--- src/rtl/frm_pkg.sv ---
package frm_pkg;
  typedef enum logic [2:0] {
    ACT_NONE   = 3'd0,
    ACT_REPORT = 3'd1,
    ACT_RETRY  = 3'd2,
    ACT_LATCH  = 3'd3,
    ACT_AUTO   = 3'd4
  } act_e;

  // values double as the gate stage command code
  typedef enum logic [1:0] {
    DRV_RUN   = 2'b00,
    DRV_HIZ   = 2'b01,
    DRV_BRAKE = 2'b10
  } drv_e;

  typedef struct packed {
    act_e act;
    drv_e drv;
  } pol_t;

  function automatic pol_t mk(input act_e a, input drv_e d);
    pol_t p;
    p.act = a;
    p.drv = d;
    return p;
  endfunction

  function automatic pol_t dec_lock(input logic [2:0] m);
    case (m)
      3'b000:         return mk(ACT_LATCH, DRV_HIZ);
      3'b001, 3'b010: return mk(ACT_LATCH, DRV_BRAKE);
      3'b011:         return mk(ACT_RETRY, DRV_HIZ);
      3'b100, 3'b101: return mk(ACT_RETRY, DRV_BRAKE);
      3'b110:         return mk(ACT_REPORT, DRV_RUN);
      default:        return mk(ACT_NONE, DRV_RUN);
    endcase
  endfunction

  function automatic pol_t dec_dry(input logic [1:0] m);
    case (m)
      2'b01:   return mk(ACT_REPORT, DRV_RUN);
      2'b10:   return mk(ACT_RETRY, DRV_HIZ);
      2'b11:   return mk(ACT_LATCH, DRV_HIZ);
      default: return mk(ACT_NONE, DRV_RUN);
    endcase
  endfunction

  function automatic pol_t dec_crc(input logic m);
    return m ? mk(ACT_REPORT, DRV_RUN) : mk(ACT_LATCH, DRV_HIZ);
  endfunction

  function automatic pol_t dec_wd(input logic shut, input logic limp);
    if (!shut && !limp) return mk(ACT_REPORT, DRV_RUN);
    if (shut && !limp)  return mk(ACT_LATCH, DRV_HIZ);
    return mk(ACT_LATCH, DRV_RUN);
  endfunction

  function automatic pol_t dec_sup(input logic [2:0] code, input logic auto_rec);
    if (code == 3'b000) return mk(ACT_NONE, DRV_RUN);
    return auto_rec ? mk(ACT_AUTO, DRV_HIZ) : mk(ACT_LATCH, DRV_HIZ);
  endfunction
endpackage

--- src/rtl/frm_policy.sv ---
module frm_policy
  import frm_pkg::*;
#(
  parameter int N_LOCK = 3,
  parameter int NSRC   = N_LOCK + 5
) (
  input  logic [3*N_LOCK-1:0] lock_mode,
  input  logic [1:0]          dry_mode,
  input  logic                crc_mode,
  input  logic                wd_shut,
  input  logic                wd_limp,
  input  logic [2:0]          ov_code,
  input  logic                ov_auto,
  input  logic [2:0]          uv_code,
  input  logic                uv_auto,
  output pol_t [NSRC-1:0]     pol
);
  for (genvar g = 0; g < N_LOCK; g++) begin : g_lock
    assign pol[g] = dec_lock(lock_mode[3*g +: 3]);
  end
  assign pol[N_LOCK]   = dec_dry(dry_mode);
  assign pol[N_LOCK+1] = dec_crc(crc_mode);
  assign pol[N_LOCK+2] = dec_wd(wd_shut, wd_limp);
  assign pol[N_LOCK+3] = dec_sup(ov_code, ov_auto);
  assign pol[N_LOCK+4] = dec_sup(uv_code, uv_auto);
endmodule

--- src/rtl/frm_src_bank.sv ---
module frm_src_bank
  import frm_pkg::*;
#(
  parameter int NSRC = 8
) (
  input  logic            clk,
  input  logic            rst_n,
  input  logic            clr,
  input  logic            rel,
  input  logic [NSRC-1:0] det,
  input  logic [NSRC-1:0] recover,
  input  pol_t [NSRC-1:0] pol,
  output logic [NSRC-1:0] stat,
  output logic [NSRC-1:0] lat,
  output logic [NSRC-1:0] pend,
  output logic [NSRC-1:0] aut,
  output logic [NSRC-1:0] rdet
);
  logic [NSRC-1:0] v_set, v_lat, v_auto, v_relclr;

  always_comb begin
    for (int i = 0; i < NSRC; i++) begin
      v_set[i]    = det[i] && (pol[i].act != ACT_NONE);
      v_lat[i]    = det[i] && (pol[i].act == ACT_LATCH);
      rdet[i]     = det[i] && (pol[i].act == ACT_RETRY);
      v_auto[i]   = det[i] && (pol[i].act == ACT_AUTO);
      v_relclr[i] = rel && ((pol[i].act == ACT_RETRY) || (pol[i].act == ACT_REPORT));
    end
  end

  always_ff @(posedge clk or negedge rst_n) begin
    if (!rst_n) begin
      stat <= '0;
      lat  <= '0;
      pend <= '0;
      aut  <= '0;
    end else if (clr) begin
      stat <= '0;
      lat  <= '0;
      pend <= '0;
      aut  <= '0;
    end else begin
      stat <= (stat & ~v_relclr) | v_set;
      lat  <= lat | v_lat;
      pend <= (rel ? '0 : pend) | rdet;
      aut  <= (aut & ~recover) | v_auto;
    end
  end

  // a latched source stays latched until a clear
  a_r7_latch_holds: assert property (@(posedge clk) disable iff (!rst_n)
    !clr |=> ((lat & $past(lat)) == $past(lat)));

  // clear wipes every held condition
  a_r9_clear_all: assert property (@(posedge clk) disable iff (!rst_n)
    clr |=> (stat == '0 && lat == '0 && pend == '0 && aut == '0));

  // a retry release leaves nothing pending
  a_r5_release_drops: assert property (@(posedge clk) disable iff (!rst_n)
    rel |=> (pend == '0));
endmodule

--- src/rtl/frm_retry_timer.sv ---
module frm_retry_timer #(
  parameter int NSRC  = 8,
  parameter int NRET  = 4,
  parameter int CNT_W = 16
) (
  input  logic              clk,
  input  logic              rst_n,
  input  logic              clr,
  input  logic [NSRC-1:0]   rdet,
  input  logic [NSRC-1:0]   pend,
  input  logic [NRET*CNT_W-1:0] per,
  output logic              rel
);
  logic [CNT_W-1:0] cnt, maxp;
  logic any_r, any_p;

  always_comb begin
    maxp = '0;
    for (int i = 0; i < NRET; i++) begin
      if ((pend[i] || rdet[i]) && (per[i*CNT_W +: CNT_W] > maxp))
        maxp = per[i*CNT_W +: CNT_W];
    end
  end

  assign any_r = |rdet;
  assign any_p = |pend;
  assign rel   = any_p && !any_r && (cnt <= CNT_W'(1));

  always_ff @(posedge clk or negedge rst_n) begin
    if (!rst_n)        cnt <= '0;
    else if (clr)      cnt <= '0;
    else if (any_r)    cnt <= maxp;
    else if (any_p)    cnt <= rel ? '0 : cnt - CNT_W'(1);
  end

  // the countdown does not move while nothing is pending
  a_r5_idle_stable: assert property (@(posedge clk) disable iff (!rst_n)
    (!any_p && !any_r && !clr) |=> $stable(cnt));
endmodule

--- src/rtl/fault_resp_mgr.sv ---
module fault_resp_mgr
  import frm_pkg::*;
#(
  parameter int N_LOCK = 3,
  parameter int CNT_W  = 16
) (
  input  logic                    clk,
  input  logic                    rst_n,
  input  logic [N_LOCK-1:0]       lock_det,
  input  logic [3*N_LOCK-1:0]     lock_mode,
  input  logic [CNT_W*N_LOCK-1:0] lock_per,
  input  logic                    dry_det,
  input  logic [1:0]              dry_mode,
  input  logic [CNT_W-1:0]        dry_per,
  input  logic                    crc_err,
  input  logic                    crc_mode,
  input  logic                    wd_det,
  input  logic                    wd_shut,
  input  logic                    wd_limp,
  input  logic                    ov_det,
  input  logic [2:0]              ov_code,
  input  logic                    ov_auto,
  input  logic                    ov_inband,
  input  logic                    uv_det,
  input  logic [2:0]              uv_code,
  input  logic                    uv_auto,
  input  logic                    uv_inband,
  input  logic                    clr_flt,
  output logic [1:0]              gate_cmd,
  output logic                    nfault,
  output logic [N_LOCK+4:0]       fault_stat,
  output logic                    ref_hold,
  output logic                    ref_fallback
);
  localparam int NSRC = N_LOCK + 5;
  localparam int NRET = N_LOCK + 1;
  localparam int I_WD = N_LOCK + 2;

  pol_t [NSRC-1:0] pol;
  logic [NSRC-1:0] det, recover, stat, lat, pend, aut, rdet, engaged;
  logic rel, any_hiz, any_brake;

  assign det     = {uv_det, ov_det, wd_det, crc_err, dry_det, lock_det};
  assign recover = {uv_inband & ~uv_det, ov_inband & ~ov_det, {(N_LOCK+3){1'b0}}};

  frm_policy #(.N_LOCK(N_LOCK), .NSRC(NSRC)) u_policy (
    .lock_mode(lock_mode), .dry_mode(dry_mode), .crc_mode(crc_mode),
    .wd_shut(wd_shut), .wd_limp(wd_limp),
    .ov_code(ov_code), .ov_auto(ov_auto),
    .uv_code(uv_code), .uv_auto(uv_auto),
    .pol(pol)
  );

  frm_src_bank #(.NSRC(NSRC)) u_bank (
    .clk(clk), .rst_n(rst_n), .clr(clr_flt), .rel(rel),
    .det(det), .recover(recover), .pol(pol),
    .stat(stat), .lat(lat), .pend(pend), .aut(aut), .rdet(rdet)
  );

  frm_retry_timer #(.NSRC(NSRC), .NRET(NRET), .CNT_W(CNT_W)) u_timer (
    .clk(clk), .rst_n(rst_n), .clr(clr_flt),
    .rdet(rdet), .pend(pend), .per({dry_per, lock_per}),
    .rel(rel)
  );

  assign engaged = lat | pend | aut;

  always_comb begin
    any_hiz   = 1'b0;
    any_brake = 1'b0;
    for (int i = 0; i < NSRC; i++) begin
      if (engaged[i] && pol[i].drv == DRV_HIZ)   any_hiz   = 1'b1;
      if (engaged[i] && pol[i].drv == DRV_BRAKE) any_brake = 1'b1;
    end
  end

  assign gate_cmd     = any_hiz ? DRV_HIZ : (any_brake ? DRV_BRAKE : DRV_RUN);
  assign nfault       = ~|stat;
  assign fault_stat   = stat;
  assign ref_hold     = lat[I_WD] & ~wd_shut & wd_limp;
  assign ref_fallback = lat[I_WD] & wd_shut & wd_limp;

  // only the three defined command codes appear
  a_r7_legal_cmd: assert property (@(posedge clk) disable iff (!rst_n)
    gate_cmd != 2'b11);

  // the gates are never taken over without a reported fault
  a_r8_drive_implies_report: assert property (@(posedge clk) disable iff (!rst_n)
    (gate_cmd != 2'b00) |-> !nfault);
endmodule

--- config.mk ---
export PLATFORM = sky130hd
export DESIGN_NAME = fault_resp_mgr
export DESIGN_NICKNAME = d
export VERILOG_FILES = /design/src/rtl/frm_pkg.sv /design/src/rtl/frm_policy.sv /design/src/rtl/frm_src_bank.sv /design/src/rtl/frm_retry_timer.sv /design/src/rtl/fault_resp_mgr.sv
export SDC_FILE = /design/constraint.sdc
export NUM_CORES = 1
export LEC_CHECK = 0
export BUFFER_PORTS_ARGS = -buffer_cell sky130_fd_sc_hd__buf_2
export CORE_MARGIN = 8
export CORE_UTILIZATION = 60
export DETAILED_ROUTE_END_ITERATION = 8
export GPL_TIMING_DRIVEN = 0
export PLACE_DENSITY = 0.85
export SLEW_MARGIN = 0
export SYNTH_ARGS = -nofsm -noshare
export SYNTH_HDL_FRONTEND = slang
export SYNTH_HIERARCHICAL = 1
export SYNTH_SLANG_ARGS = --single-unit
--- constraint.sdc ---
create_clock -name clk -period 19.1 [get_ports clk]
set_clock_uncertainty 0.15 [all_clocks]
set_input_delay 2.865 -clock clk [delete_from_list [all_inputs] [get_ports clk]]
set_output_delay 2.865 -clock clk [all_outputs]
set_load 0.02 [all_outputs]
==> impl_metrics.py, run 1 <==
metrics = {
    "yosys": {
        "syn_area_sq_um": 5540,
        "synth.most_common_cell": "a21oi_1",
        "synthDistinctLibCells": 82,
        "yosys.area.top_type": "dfrtp_1",
        "synth_top_area_share": 0.217,
        "syn_area_per_cell_sq_um": 8.41,
        "synth-edff-count": 0,
        "synthTopCellsByArea": "dfrtp_1 (22%), ha_1 (11%), a21oi_1 (5.4%)",
        "synth_async_sr_flop_share": 1.00,
        "yosys_warnings": 6,
        "synth_common_cells": "a21oi_1 (60), nand2_1 (53), ha_1 (50)",
        "seq_area_frac_synth": 0.217,
        "syn_inst": 659,
        "ys_ff_latch": 48,
        "ys.flop_type": "dfrtp_1",
    },
    "die": {
        "start_util": 0.608,
        "core_sq_um": 9110,
        "die-area_sq_um": 12600,
        "io-pin-count": 112,
        "dieHeight_um": 112,
        "row_count": 35,
        "die_w_um": 112,
    },
    "pwr": {
        "power_frac_comb": 0.503,
        "p_sw_w": 0.000168,
        "p_seq_frac": 0.329,
        "p_int_w": 0.000225,
        "vdd_drop_max_mv": 0.0397,
        "pwr-share-clk": 0.168,
        "power.share.switching": 0.428,
        "powerDensity_nw_per_um2": 61.6,
        "p_leak_nw": 2.84,
    },
    "grt": {
        "grt-ovfl-total": 0,
        "grt_pass1_wl_mm": 27.5,
        "antenna_found_initial": 0,
        "grt_max_degree": 49,
        "grt_pass1_vias": 5698,
        "track_usage": 0.261,
    },
    "timing": {
        "finalSetupViolations": 0,
        "period_minus_slack_ns": 11.22,
        "tightestPinTransition_ns": 1.08,
        "slew_viol_final": 0,
        "finalCritPeriodShare": 0.587,
        "max_freq_ghz": 0.0891,
        "timing.setup.tns_ns": 0,
        "maxSlewHeadroom": 0.281,
        "rsz0062_at_grt": "no",
        "finalHoldViolCount": 0,
    },
    "cells_and_area": {
        "syn2layout_area_growth_pct": 15.2,
        "seqCellArea_sq_um": 1200,
        "layout.cells.non_filler": 903,
        "fill_cells": 755,
        "finalNetCount": 940,
        "antennaDiodeCount": 0,
        "drive_gt1_frac": 0.241,
        "multi_input_area_sq_um": 4020,
    },
    "clocking": {
        "postCtsHoldBufs": 0,
        "insertion_delay_ns": 0.31,
        "clockBufferDepth": 2,
        "cts_htree_levels": 2,
        "ctsResizeCount": 0,
        "cts_root_buf": "clkbuf_8",
        "clk_pin_slew_ns": 0.09,
        "cts_setup_buffers": 0,
        "cts_sinks": 48,
        "numCtsBuffers": 5,
        "cts_tree": "yes",
    },
    "worst_setup_path": {
        "critical_path_class": "in2reg",
        "start_kind": "primary input",
        "cp_data_required_time_ns": 19.17,
        "critPathSlowestCell": "or4_1",
        "crit_arrival_ns": 11.29,
        "cp-end-kind": "register",
        "max_stage_delay_ns": 0.58,
        "path_max_fanout": 10,
    },
    "routing": {
        "dr.pass1.iters": 5,
        "wl_per_cell_um": 18.6,
        "antenna_left": 0,
        "viasPerCell": 6.26,
        "wl_mm": 16.8,
        "dr_total_vias": 5657,
        "drt-initial-drc-count": 443,
        "drc": 0,
    },
    "placed_design": {
        "placedCellCount": 895,
        "place_congestion": 0.942,
        "io_buffers": 109,
        "dp_hpwl_mm": 13.9,
    },
    "worst_hold_path": {
        "min_path_type": "reg2reg",
    },
    "run": {
        "maxCapViolCount": 0,
    },
    "status": {
        "outcome": "complete, no violations",
    },
}
==> stage by stage <==
step                cell area, sq um  total power (W)  hold WS [ns]   util  worst slack [ns]
floorplan                       5600         0.000266         0.340      -              9.40
global placement                6290         0.000317         0.353  0.690              7.84
detailed placement              6290         0.000324         0.371  0.690              7.81
CTS                             6380         0.000390         0.384  0.701              8.10
global route                    6380         0.000421         0.407  0.701              7.19
finish                          6380         0.000393         0.386  0.701              7.88
==> worst paths after layout <==
path | start | endpoint | slack [ns] | depth (start not counted)
min reg2reg | u_bank/lat[7] | u_bank/lat[7] | 0.39 | 2
max in group asynchronous | rst_n | u_bank/lat[5] | 15.53 | 1
max | lock_mode[1] | u_timer/cnt[11] | 7.88 | 33
min in group asynchronous | rst_n | u_bank/stat[1] | 2.58 | 1
min | u_bank/lat[7] | u_bank/lat[7] | 0.39 | 2
max reg2reg | u_bank/pend[0] | u_timer/cnt[11] | 10.73 | 30
==> state kept, by name, summed over array words and instances, names as in the netlist <==
register,count
u_bank/lat,8
u_bank/pend,8
u_timer/cnt,16
u_bank/stat,8
u_bank/aut,8
==> placed cells by master (no fill, tap or decap), types with 5 or more instances in the layout <==
cell type,instances
and2b_4,6
conb_1,19
nand4bb_1,8
o311ai_0,5
clkbuf_1,17
o211ai_1,7
nor3_2,5
nand4b_1,8
nand3b_1,8
nand4_1,7
a211oi_1,9
nand2_1,53
a31oi_1,19
nand2b_1,15
and3_1,9
a21oi_1,60
nand3_1,14
o31ai_1,17
nor3b_1,8
o21ai_0,19
o21ba_1,8
buf_2,112
and4bb_1,8
nor2b_1,9
ha_1,50
buf_4,19
a21o_1,7
nor2_1,39
nor3_1,12
a221oi_2,8
nor4_1,13
o21bai_1,5
clkbuf_8,6
xor2_1,12
dfrtp_1,48
inv_1,32
nor3b_2,8
==> cell type report <==
class / instances / share of cell area
Buffer: 44 / 0.0412
Clock inverter: 2 / 0.00216
Tap cell: 111 / 0.0218
Clock buffer: 6 / 0.0129
Timing Repair Buffer: 109 / 0.0855
Multi-Input combinational cell: 551 / 0.629
Sequential cell: 48 / 0.188
Inverter: 32 / 0.0188
==> worst max-delay path, delay by kind of cell <==
kind / cells / cell delay [ns]
multiplexers: 1 / 0.21
adder cells (fa/ha/maj): 3 / 0.99
AND/OR/NAND/NOR: 13 / 3.08
AO/OA/AOI/OAI: 10 / 2.33
buffers and inverters: 6 / 1.82
==> kinds of logic after synthesis <==
group	Yosys count	share of synthesized area
multiplexers	3	0.00542
flip-flops	48	0.217
buffers and inverters	76	0.0691
adder cells (fa/ha/maj)	50	0.113
AO/OA/AOI/OAI	206	0.270
XOR/XNOR	15	0.0237
AND/OR/NAND/NOR	258	0.300
other	3	0.00203
==> metal layers <==
| layer | track usage | vias up | routed length, um |
|---|---|---|---|
| met3 | 0.0349 | 16 | 1100 |
| met4 | 0.0629 | 0 | 189 |
| li1 | - | 2748 | - |
| met1 | 0.336 | 2687 | 7300 |
| met2 | 0.452 | 206 | 8170 |
| met5 | 0 | - | 0 |
==> power by group through the flow <==
stage	logic [W]	registers [W]	clock network (W)
after global placement	0.000186	0.000130	0
after CTS	0.000194	0.000129	0.0000670
after global routing	0.000219	0.000131	0.0000709
after floorplan	0.000137	0.000129	0
after detailed placement	0.000193	0.000131	0
final	0.000198	0.000129	0.0000661
No activity file was read; power rests on OpenSTA's default activity.
==> inputs of run 2 (changes only) <==
- CORE_UTILIZATION: 60 -> 52
- PLACE_DENSITY: 0.85 -> 0.78
- clock period: 19.1 -> 10.1 ns (I/O delays scaled with it)
==> impl_metrics.py, run 2 (synthesized netlist as in run 1, its figures left out) <==
metrics = {
    "timing": {
        "timing.setup.tns_ns": 0,
        "slew_viol_final": 0,
        "tightestPinTransition_ns": 1.09,
        "finalSetupViolations": 0,
        "rsz0062_at_grt": "no",
        "finalCritPeriodShare": 0.952,
        "maxSlewHeadroom": 0.274,
        "finalHoldViolCount": 0,
        "max_freq_ghz": 0.104,
        "period_minus_slack_ns": 9.62,
        "timing.hold.ws_ns": 0.379,
    },
    "cells_and_area": {
        "top_register": "u_timer/cnt",
        "fill_cells": 925,
        "final_cell_mix": "buf_2 (112), a21oi_1 (60), nand2_1 (53)",
        "final_common_cell": "buf_2",
        "syn2layout_area_growth_pct": 16.0,
        "drive_gt1_frac": 0.246,
        "antennaDiodeCount": 0,
        "seqCellArea_sq_um": 1200,
        "finalNetCount": 940,
        "multi_input_area_sq_um": 4030,
        "largest_reg_flops": 16,
    },
    "clocking": {
        "insertion_delay_ns": 0.31,
        "cts_root_buf": "clkbuf_8",
        "cts_setup_buffers": 0,
        "clockBufferDepth": 2,
        "cts_sinks": 48,
        "cts_htree_levels": 2,
        "numCtsBuffers": 5,
        "clk_pin_slew_ns": 0.09,
        "cts_tree": "yes",
    },
    "worst_hold_path": {
        "min_path_type": "reg2reg",
        "hold_start": "u_bank/lat[6]",
    },
    "routing": {
        "wl_met2_mm": 8.00,
        "antenna_left": 0,
        "wl_met3_mm": 1.06,
        "wl_per_cell_um": 18.3,
        "wl_mm": 17.0,
        "maxUsedRoutingLayer": "met4",
        "drt-initial-drc-count": 438,
        "dr.pass1.iters": 5,
        "dr_total_vias": 5712,
        "drc": 0,
        "viasPerCell": 6.16,
        "drt-met1-wl_mm": 7.65,
    },
    "worst_setup_path": {
        "critPathBufInv": 6,
        "setup.worst_path.start": "lock_mode[1]",
        "start_kind": "primary input",
        "cp-end-kind": "register",
        "crit_arrival_ns": 9.68,
        "critPathSlowestCell": "or4_1",
        "critical_path_class": "in2reg",
        "path_max_fanout": 10,
        "reg2reg_from": "u_bank/pend[0]",
        "max_stage_delay_ns": 0.57,
        "cp_data_required_time_ns": 10.17,
        "critical_path.top_delay_family": "simple AND/OR/NAND/NOR gates",
    },
    "placed_design": {
        "place_congestion": 0.914,
        "dp_hpwl_mm": 14.1,
        "io_buffers": 109,
    },
    "pwr": {
        "p_seq_frac": 0.329,
        "p_sw_w": 0.000319,
        "vdd_drop_max_mv": 0.0528,
        "pwr-share-clk": 0.168,
        "powerDensity_nw_per_um2": 116,
        "power.share.switching": 0.429,
        "p_int_w": 0.000425,
        "power_frac_comb": 0.503,
        "p_leak_nw": 2.84,
    },
    "grt": {
        "grt_max_degree": 49,
        "antenna_found_initial": 0,
        "grt_pass1_wl_mm": 27.7,
        "track_usage": 0.232,
        "grt-ovfl-total": 0,
        "grt_pass1_vias": 5735,
    },
    "die": {
        "io-pin-count": 112,
        "row_count": 37,
        "core_sq_um": 10300,
        "die_w_um": 119,
        "dieHeight_um": 119,
        "start_util": 0.537,
        "die-area_sq_um": 14200,
    },
    "status": {
        "outcome": "complete, no violations",
    },
    "run": {
        "maxCapViolCount": 0,
    },
}
-- run 2: cell counts in the layout (fill, tap and decap cells not counted) --
Identical to the previous run, type by type.
-- run 2: path summary, 6_finish.rpt --
| path | to | slack, ns | cells past startpoint |
|---|---|---|---|
| max reg2reg | u_timer/cnt[11] | 2.03 | 30 |
| max in group asynchronous | u_timer/cnt[0] | 7.87 | 1 |
| max | u_timer/cnt[11] | 0.48 | 33 |
| min | u_bank/lat[6] | 0.38 | 2 |
| min in group asynchronous | u_bank/stat[0] | 1.24 | 1 |
| min reg2reg | u_bank/lat[6] | 0.38 | 2 |
-- run 2: tightest hold or removal path: cells and delay by family, from the launching register on --
kind	cells	cell delay (ns)
DFF	1	0.39
buffers and inverters	1	0.05
AOI/OAI and AO/OA	1	0.05
-- run 2: per-stage QoR --
step                worst slack, ns  instances  area, sq um   util  total power, W
global placement              0.157        920         6320  0.612        0.000601
detailed placement           0.0250        920         6320  0.612        0.000613
CTS                           0.314        928         6410  0.621        0.000738
finish                        0.485        928         6430  0.623        0.000744
global route                 0.0333        928         6430  0.623        0.000797
floorplan                      1.75        675         5600      -        0.000503
-- run 2: timing repair --
action,in CTS,in global routing
hold buffers,0,0
gates resized for setup,0,6
setup endpoints to repair,0,16
-- run 2: area by class of cell --
cell class,count,area share
Inverter,32,0.0187
Timing Repair Buffer,109,0.0849
Buffer,44,0.0413
Clock buffer,6,0.0128
Tap cell,136,0.0265
Multi-Input combinational cell,551,0.627
Sequential cell,48,0.187
Clock inverter,2,0.00214
-- run 2: power groups by stage --
stage	combinational (W)	sequential, W	clock [W]
floorplan	0.000259	0.000244	0
global placement	0.000354	0.000247	0
detailed placement	0.000365	0.000248	0
CTS	0.000367	0.000244	0.000127
global route	0.000412	0.000248	0.000137
finish	0.000374	0.000245	0.000125
-- run 2: metal layers --
metal	vias to the layer above	GRT usage
li1	2746	-
met1	2722	0.301
met2	218	0.391
met3	26	0.0331
met4	0	0.0680
met5	-	0
==> inputs of run 3 (changes only) <==
- CORE_UTILIZATION: 52 -> 42
- HOLD_SLACK_MARGIN: not set -> 0.1
- PLACE_DENSITY: 0.78 -> 0.67
- SYNTH_HIERARCHICAL: 1 -> not set
==> impl_metrics.py, run 3 <==
metrics = {
    "grt": {
        "antenna_found_initial": 0,
        "grt_max_degree": 39,
        "grt_pass1_wl_mm": 21.6,
        "track_usage": 0.197,
        "grt-ovfl-total": 0,
        "grt_pass1_vias": 4510,
    },
    "yosys": {
        "ys_ff_latch": 38,
        "synth_common_cells": "ha_1 (64), a21oi_1 (53), o21ai_0 (47)",
        "yosys.area.top_type": "dfrtp_1",
        "synthTopCellsByArea": "dfrtp_1 (22%), ha_1 (19%), a21oi_1 (6.2%)",
        "synth_async_sr_flop_share": 1.00,
        "synthDistinctLibCells": 61,
        "syn_inst": 533,
        "synth_top_area_share": 0.224,
        "ys.flop_type": "dfrtp_1",
        "synth_nets": 696,
        "syn_area_per_cell_sq_um": 7.98,
        "yosys_warnings": 0,
        "synth-edff-count": 0,
        "syn_area_sq_um": 4250,
        "seq_area_frac_synth": 0.224,
        "synth.most_common_cell": "ha_1",
    },
    "placed_design": {
        "io_buffers": 111,
        "place_congestion": 0.924,
        "place_ws_ns": 0.160,
        "dp_hpwl_mm": 11.4,
    },
    "routing": {
        "dr.pass1.iters": 5,
        "drc": 0,
        "dr_total_vias": 4526,
        "drt-initial-drc-count": 433,
        "wl_mm": 13.7,
        "viasPerCell": 5.77,
        "wl_per_cell_um": 17.5,
        "antenna_left": 0,
    },
    "cells_and_area": {
        "final_common_cell": "buf_2",
        "reg_top3": "u_timer.cnt x16, u_bank.lat x8, u_bank.stat x8",
        "antennaDiodeCount": 0,
        "largest_reg_flops": 16,
        "finalNetCount": 814,
        "final_cell_mix": "buf_2 (115), ha_1 (64), a21oi_1 (53)",
        "top_register": "u_timer.cnt",
        "multi_input_area_sq_um": 3050,
        "fill_cells": 1005,
        "drive_gt1_frac": 0.238,
        "seqCellArea_sq_um": 951,
        "final_core_util": 0.515,
        "syn2layout_area_growth_pct": 19.0,
    },
    "clocking": {
        "postCtsHoldBufs": 0,
        "cts_tree": "yes",
        "numCtsBuffers": 5,
        "insertion_delay_ns": 0.29,
        "cts_sinks": 38,
        "cts_setup_buffers": 0,
        "clk_pin_slew_ns": 0.07,
        "cts_htree_levels": 2,
        "cts_root_buf": "clkbuf_8",
        "ctsResizeCount": 0,
        "clockBufferDepth": 2,
    },
    "timing": {
        "finalHoldViolCount": 0,
        "finalCritPeriodShare": 0.943,
        "maxSlewHeadroom": 0.398,
        "fin_ws_ns": 0.580,
        "period_minus_slack_ns": 9.52,
        "rsz0062_at_grt": "no",
        "finalSetupViolations": 0,
        "slew_viol_final": 0,
        "timing.setup.tns_ns": 0,
        "tightestPinTransition_ns": 0.894,
        "max_freq_ghz": 0.105,
    },
    "die": {
        "io-pin-count": 112,
        "core_sq_um": 9820,
        "die-area_sq_um": 13600,
        "row_count": 36,
        "start_util": 0.433,
        "dieHeight_um": 117,
        "die_w_um": 117,
    },
    "worst_setup_path": {
        "critPathSlowestCell": "or4_1",
        "rrSetupSlack_ns": 1.90,
        "reg2reg_from": "u_bank.pend[0]",
        "cp-end-kind": "register",
        "r2r-end": "u_timer.cnt[5]",
        "cp_data_required_time_ns": 10.09,
        "worstRegToRegCells": 29,
        "max_stage_delay_ns": 0.61,
        "start_kind": "primary input",
        "crit_top_cell": "ha_1",
        "crit_arrival_ns": 9.51,
        "path_max_fanout": 10,
        "critical_path_class": "in2reg",
    },
    "pwr": {
        "p_leak_nw": 2.40,
        "powerDensity_nw_per_um2": 131,
        "vdd_drop_max_mv": 0.0604,
    },
    "status": {
        "outcome": "complete, no violations",
    },
    "worst_hold_path": {
        "hold_path_end": "u_bank.lat[6]",
        "hold_path_depth": 2,
        "min_path_type": "reg2reg",
        "hold_start": "u_bank.lat[6]",
    },
    "run": {
        "maxCapViolCount": 0,
    },
}
run 3: worst max-delay path by stage:
stage	from	endpoint	slack, ns	cells past startpoint
3_3_place_gp	lock_mode[1]	u_timer.cnt[12]	0.25	32
2_1_floorplan	lock_mode[1]	u_timer.cnt[12]	1.62	33
6_report	lock_mode[1]	u_timer.cnt[5]	0.58	33
4_1_cts	lock_mode[1]	u_timer.cnt[5]	0.45	32
3_5_place_dp	lock_mode[1]	u_timer.cnt[9]	0.16	32
5_1_grt	lock_mode[1]	u_timer.cnt[13]	0.11	33
run 3: cell families (layout without fill, tap and decap cells):
logic type | after synthesis | after routing | synth area share
AND/OR/NAND/NOR | 165 | 165 | 0.202
buffers and inverters | 61 | 179 | 0.0603
AO/OA/AOI/OAI | 195 | 195 | 0.304
XOR/XNOR | 7 | 7 | 0.0144
flip-flops | 38 | 38 | 0.224
multiplexers | 3 | 3 | 0.00706
adder cells (fa/ha/maj) | 64 | 64 | 0.188
run 3: stage by stage:
stage          instances  power (W)  instance area, sq um  hold slack, ns
2_1_floorplan        533   0.000446                  4250           0.313
3_3_place_gp         777   0.000544                  4970           0.331
3_5_place_dp         777   0.000555                  4970           0.340
4_1_cts              784   0.000657                  5050           0.359
5_1_grt              784   0.000713                  5060           0.409
6_report             784   0.000661                  5060           0.355
run 3: worst max-delay path, delay by kind of cell:
family | cells | cell delay (ns)
and+or+nand+nor | 8 | 1.87
AOI/OAI and AO/OA | 14 | 3.46
adders and majority gates | 4 | 1.12
buffers and inverters | 7 | 1.53
run 3: layer usage:
metal / share of wire / global-route usage
met3: 0.085 / 0.0336
met5: 0 / 0
met4: 0.011 / 0.0461
met2: 0.46 / 0.331
met1: 0.44 / 0.258
run 3: area by class of cell:
class,count,share of cell area
multi-input cells,434,0.603
inverters,41,0.0304
clock buffers,5,0.0136
well taps,133,0.0329
clock inverters,2,0.00198
flip-flops and latches,38,0.188
plain buffers,20,0.0205
repair buffers,111,0.110
run 3: power breakdown:
| part | total [W] | switching, W | internal, W |
|---|---|---|---|
| Sequential | 0.000203 | 0.0000265 | 0.000177 |
| Combinational | 0.000356 | 0.000212 | 0.000144 |
| Clock | 0.000102 | 0.0000556 | 0.0000464 |
| Total | 0.000661 | 0.000294 | 0.000367 |
